### config.mk
export PLATFORM = sky130hd
export DESIGN_NAME = int_alu
export DESIGN_NICKNAME = d
export VERILOG_FILES = /design/src/rtl/alu_pkg.sv /design/src/rtl/alu_ctrl.sv /design/src/rtl/alu_adder.sv /design/src/rtl/alu_datapath.sv /design/src/rtl/int_alu.sv
export SDC_FILE = /design/constraint.sdc
export NUM_CORES = 1
export LEC_CHECK = 0
export BUFFER_PORTS_ARGS = -buffer_cell sky130_fd_sc_hd__buf_4
export CAP_MARGIN = 20
export CORE_UTILIZATION = 50
export DETAILED_ROUTE_END_ITERATION = 10
export GPL_TIMING_DRIVEN = 0
export PLACE_DENSITY = 0.82
export SLEW_MARGIN = 25
export SYNTH_ARGS = -nofsm -noshare
export SYNTH_HDL_FRONTEND = slang
export SYNTH_SLANG_ARGS = --single-unit
export TNS_END_PERCENT = 1
### constraint.sdc
create_clock -name vclk -period 23.1
set_input_delay 4.62 -clock vclk [all_inputs]
set_output_delay 4.62 -clock vclk [all_outputs]
set_load 0.05 [all_outputs]
### src/rtl/alu_pkg.sv
package alu_pkg;

  localparam int MODE_W = 4;

  typedef enum logic [MODE_W-1:0] {
    OP_ADD  = 4'd0,
    OP_ADDU = 4'd1,
    OP_SUB  = 4'd2,
    OP_SUBU = 4'd3,
    OP_AND  = 4'd4,
    OP_OR   = 4'd5,
    OP_XOR  = 4'd6,
    OP_NOR  = 4'd7,
    OP_SLT  = 4'd10,
    OP_SLTU = 4'd11
  } aluOp_e;

  typedef enum logic [1:0] {
    RES_SUM   = 2'd0,
    RES_LOGIC = 2'd1,
    RES_LESS  = 2'd2,
    RES_NONE  = 2'd3
  } resSel_e;

  typedef enum logic [1:0] {
    LOG_AND = 2'd0,
    LOG_OR  = 2'd1,
    LOG_XOR = 2'd2,
    LOG_NOR = 2'd3
  } logicOp_e;

  typedef struct packed {
    logic     invertB;
    logic     carryIn;
    logic     ovfEnable;
    logic     carryEnable;
    logic     lessUnsigned;
    resSel_e  resSel;
    logicOp_e logicOp;
  } aluStrobes_t;

endpackage

### src/rtl/alu_ctrl.sv
module alu_ctrl
  import alu_pkg::*;
(
  input  logic [MODE_W-1:0] mode,
  output aluStrobes_t       strobes
);

  always_comb begin
    strobes              = '0;
    strobes.resSel       = RES_NONE;
    strobes.logicOp      = LOG_AND;
    case (mode)
      OP_ADD: begin
        strobes.resSel      = RES_SUM;
        strobes.ovfEnable   = 1'b1;
        strobes.carryEnable = 1'b1;
      end
      OP_ADDU: begin
        strobes.resSel      = RES_SUM;
        strobes.carryEnable = 1'b1;
      end
      OP_SUB: begin
        strobes.resSel      = RES_SUM;
        strobes.invertB     = 1'b1;
        strobes.carryIn     = 1'b1;
        strobes.ovfEnable   = 1'b1;
        strobes.carryEnable = 1'b1;
      end
      OP_SUBU: begin
        strobes.resSel      = RES_SUM;
        strobes.invertB     = 1'b1;
        strobes.carryIn     = 1'b1;
        strobes.carryEnable = 1'b1;
      end
      OP_AND: begin
        strobes.resSel  = RES_LOGIC;
        strobes.logicOp = LOG_AND;
      end
      OP_OR: begin
        strobes.resSel  = RES_LOGIC;
        strobes.logicOp = LOG_OR;
      end
      OP_XOR: begin
        strobes.resSel  = RES_LOGIC;
        strobes.logicOp = LOG_XOR;
      end
      OP_NOR: begin
        strobes.resSel  = RES_LOGIC;
        strobes.logicOp = LOG_NOR;
      end
      OP_SLT: begin
        strobes.resSel  = RES_LESS;
        strobes.invertB = 1'b1;
        strobes.carryIn = 1'b1;
      end
      OP_SLTU: begin
        strobes.resSel       = RES_LESS;
        strobes.invertB      = 1'b1;
        strobes.carryIn      = 1'b1;
        strobes.lessUnsigned = 1'b1;
      end
      default: begin
        strobes.resSel = RES_NONE;
      end
    endcase
  end

endmodule

### src/rtl/alu_adder.sv
module alu_adder #(
  parameter int WIDTH = 32
) (
  input  logic [WIDTH-1:0] addA,
  input  logic [WIDTH-1:0] addB,
  input  logic             carryIn,
  output logic [WIDTH-1:0] sum,
  output logic             carryIntoMsb,
  output logic             carryOutMsb
);

  logic [WIDTH:0] carryChain;

  assign carryChain[0] = carryIn;

  for (genvar i = 0; i < WIDTH; i++) begin : g_slice
    logic genBit;
    logic propBit;
    assign genBit          = addA[i] & addB[i];
    assign propBit         = addA[i] ^ addB[i];
    assign sum[i]          = propBit ^ carryChain[i];
    assign carryChain[i+1] = genBit | (propBit & carryChain[i]);
  end

  assign carryIntoMsb = carryChain[WIDTH-1];
  assign carryOutMsb  = carryChain[WIDTH];

endmodule

### src/rtl/alu_datapath.sv
module alu_datapath
  import alu_pkg::*;
#(
  parameter int WIDTH = 32
) (
  input  logic [WIDTH-1:0] opA,
  input  logic [WIDTH-1:0] opB,
  input  aluStrobes_t      strobes,
  output logic [WIDTH-1:0] result,
  output logic             carryOut,
  output logic             overflow,
  output logic             zero
);

  logic [WIDTH-1:0] bEff;
  logic [WIDTH-1:0] sum;
  logic             cIntoMsb;
  logic             cOutMsb;
  logic             rawOvf;
  logic             lessBit;
  logic [WIDTH-1:0] logicRes;

  assign bEff = opB ^ {WIDTH{strobes.invertB}};

  alu_adder #(.WIDTH(WIDTH)) adder_i (
    .addA         (opA),
    .addB         (bEff),
    .carryIn      (strobes.carryIn),
    .sum          (sum),
    .carryIntoMsb (cIntoMsb),
    .carryOutMsb  (cOutMsb)
  );

  assign rawOvf  = cIntoMsb ^ cOutMsb;
  assign lessBit = strobes.lessUnsigned ? ~cOutMsb : (sum[WIDTH-1] ^ rawOvf);

  always_comb begin
    case (strobes.logicOp)
      LOG_AND: logicRes = opA & opB;
      LOG_OR:  logicRes = opA | opB;
      LOG_XOR: logicRes = opA ^ opB;
      default: logicRes = ~(opA | opB);
    endcase
  end

  always_comb begin
    case (strobes.resSel)
      RES_SUM:   result = sum;
      RES_LOGIC: result = logicRes;
      RES_LESS:  result = {{(WIDTH-1){1'b0}}, lessBit};
      default:   result = '0;
    endcase
  end

  assign carryOut = strobes.carryEnable & cOutMsb;
  assign overflow = strobes.ovfEnable & rawOvf;
  assign zero     = ~|result;

endmodule

### src/rtl/int_alu.sv
module int_alu
  import alu_pkg::*;
#(
  parameter int WIDTH = 32
) (
  input  logic [WIDTH-1:0]  opA,
  input  logic [WIDTH-1:0]  opB,
  input  logic [MODE_W-1:0] mode,
  output logic [WIDTH-1:0]  result,
  output logic              carryOut,
  output logic              overflow,
  output logic              zero
);

  aluStrobes_t strobes;

  alu_ctrl ctrl_i (
    .mode    (mode),
    .strobes (strobes)
  );

  alu_datapath #(.WIDTH(WIDTH)) dp_i (
    .opA      (opA),
    .opB      (opB),
    .strobes  (strobes),
    .result   (result),
    .carryOut (carryOut),
    .overflow (overflow),
    .zero     (zero)
  );

endmodule

==> run summary <==
run status: completed
CP max stage cell: fa_2
Worst IR Drop VDD: 18.2 uV
Syn Nets: 585
port bufs: 102
initial antenna violation count: 0
Total GRT Usage: 27.4%
slew margin rel.: 36.9%
final critical-path setup slack: 0.290 ns
vias in the first global route: 3,426
Leak Pwr: 2.22 nW
Crit. End Element: output pin
drt total wl: 10,100 um
Post-route DRC: 0
DR pass1 iterations: 5
power share of the combinational group: 100.0%
Hold Crit Class: in -> out
worst-margin pin slew: 0.946 ns
final hold vios: 0
grt total ovfl: 0
Reg power frac: 0%
site row count: 30
sequential cell count: 0
placed cell areas: 4510 um2
core footprint: 6830 um2
internal power: 0.0000602 W
most frequent cells after synthesis: inv_1, ha_1, xnor2_1, fa_1, mux2i_1
nets: 689
Die Y: 86.2 um
most frequent cell after synthesis: inv_1
Fill cells: 580
PwrDens: 32.1 nW/um2
max_cap viols: 0
Vias/cell: 5.42
first-pass GRT wire length: 16,100 um
Initial Util: 51.9%
most used cell, CP: fa_2
die width: 86.2 um
critical path's largest stage delay: 0.40 ns
Antenna Cells: 0
DR WL/cell: 16.3 um
dpl ws: -0.882 ns
Synthesis Warnings: 0
share of layout cells above drive strength 1: 31.5%
post-CTS setup buffers: 0
post-synthesis sequential area ratio: 0%
leading area contributor after synthesis: ha_1
Post-DP HPWL: 8390 um
Synth Cell Area: 3540 um2
critical path type: in -> out
Total Power: 0.000147 W
Syn Area/Cell: 8.42 um2
RSZ-0062 raised after global routing: true
die area: 7430 um2
ANT nets after route: 0
crit path max fanout: 10
Area Overhead vs Synth: 29.7%
hold_sp: mode[0]
fin crit period: 22.81 ns
Initial DRC Count: 166
Finished Cell Area: 4600 um2
switch share: 59.1%
I/O pin total: 103
Req. time, crit path: 18.48 ns
fin crit share: 98.7%
Setup crit start kind: input pin
CLK BUF: 0
CP arrival: 18.19 ns
WHS Path Cells: 3
routability cong.: 0.900
total via count in the routed design: 3,352
final max-slew violation count: 0
P_sw: 0.0000871 W
Hold EP: overflow
largest net degree at the start of global routing: 11
Reg area: 0 um2
largest cells by area after synthesis: ha_1, fa_1, xnor2_1
Gate Count Post-Synth: 421
area share of the largest cell type after synthesis: 22.6%
clock power share: 0%
post-route core utilization: 67.3%
Unique masters post-synth: 39
Fmax achieved: 43.8 MHz
# setup viols final: 0
==> routing by layer <==
layer	vias to the layer above	track usage [%]	routed length, um
li1	1604	-	-
met1	1595	34.6	4260
met2	133	50.6	4930
met3	20	1.90	608
met4	0	6.82	284
met5	-	0	0
==> power groups by stage <==
stage | combinational (W) | sequential (W) | clock, W
6_report | 0.000147 | 0 | 0
5_1_grt | 0.000160 | 0 | 0
4_1_cts | 0.000146 | 0 | 0
3_5_place_dp | 0.000143 | 0 | 0
3_3_place_gp | 0.000140 | 0 | 0
2_1_floorplan | 0.0000973 | 0 | 0
==> cells in the final DEF, fill, tap and decap left out, drive strengths merged <==
cell type / count
or3b: 2
or4b: 1
fa: 32
or3: 1
o21ai: 21
nor2b: 11
xor2: 1
mux2i: 31
and3b: 1
a211oi: 1
xnor2: 62
nand4: 3
mux2: 2
inv: 67
and2: 1
a21oi: 16
nor4: 7
a22oi: 12
or4: 1
a32oi: 1
buf: 119
o211ai: 5
or2: 2
nor3: 8
nor3b: 2
ha: 64
a31oi: 2
o22ai: 7
o221ai: 3
nor2: 7
a221o: 3
nand2: 16
clkbuf: 7
nand2b: 4
==> logic make-up (layout without fill, tap and decap cells) <==
family                   count (synthesis)  in the layout  share of synthesized area (%)
multiplexers                            33             33                           9.39
adder cells (fa/ha/maj)                 96             96                           40.7
buffers and inverters                   91            193                           10.9
AND/OR/NAND/NOR                         67             67                           11.0
AO/OA/AOI/OAI                           71             71                           12.5
XOR/XNOR                                63             63                           15.6
==> worst max-delay path, delay by kind of cell <==
family | cells | cell delay, ns
simple gates | 5 | 0.86
mux | 1 | 0.09
fa+ha+maj | 31 | 11.72
xor+xnor | 1 | 0.13
buf+inv | 5 | 0.67
compound gates | 1 | 0.08
==> per-stage QoR <==
stage               cells  setup TNS [ns]  hold slack (ns)
global placement      619           -2.35             9.61
CTS                   619               0             9.61
finish                619               0             9.62
global route          619         -0.0671             9.62
detailed placement    619           -2.46             9.60
floorplan             421               0             9.34
==> cell type report <==
cell class         instances  area (um2)  area share (%)
plain buffers             24         156            3.40
well taps                 96         120            2.61
repair buffers           102         769            16.7
multi-input cells        330        3300            71.8
inverters                 67         251            5.47
==> how the worst max path moves through the flow <==
stage | slack, ns | cells after the start | endpoint | from
final | 0.29 | 44 | zero | mode[2]
after CTS | 0.008 | 42 | zero | mode[2]
after floorplan | 0.03 | 43 | zero | mode[1]
after global placement | -0.87 | 44 | zero | mode[2]
after detailed placement | -0.88 | 44 | zero | mode[2]
after global routing | -0.07 | 44 | zero | mode[2]
==> repair_timing <==
action	in CTS	in global routing
setup endpoints to repair	6	1
pin swaps	2	2
endpoints found under the hold margin	0	0
hold buffers	0	0
gates resized for setup	17	10
No activity file was read; power rests on OpenSTA's default activity.
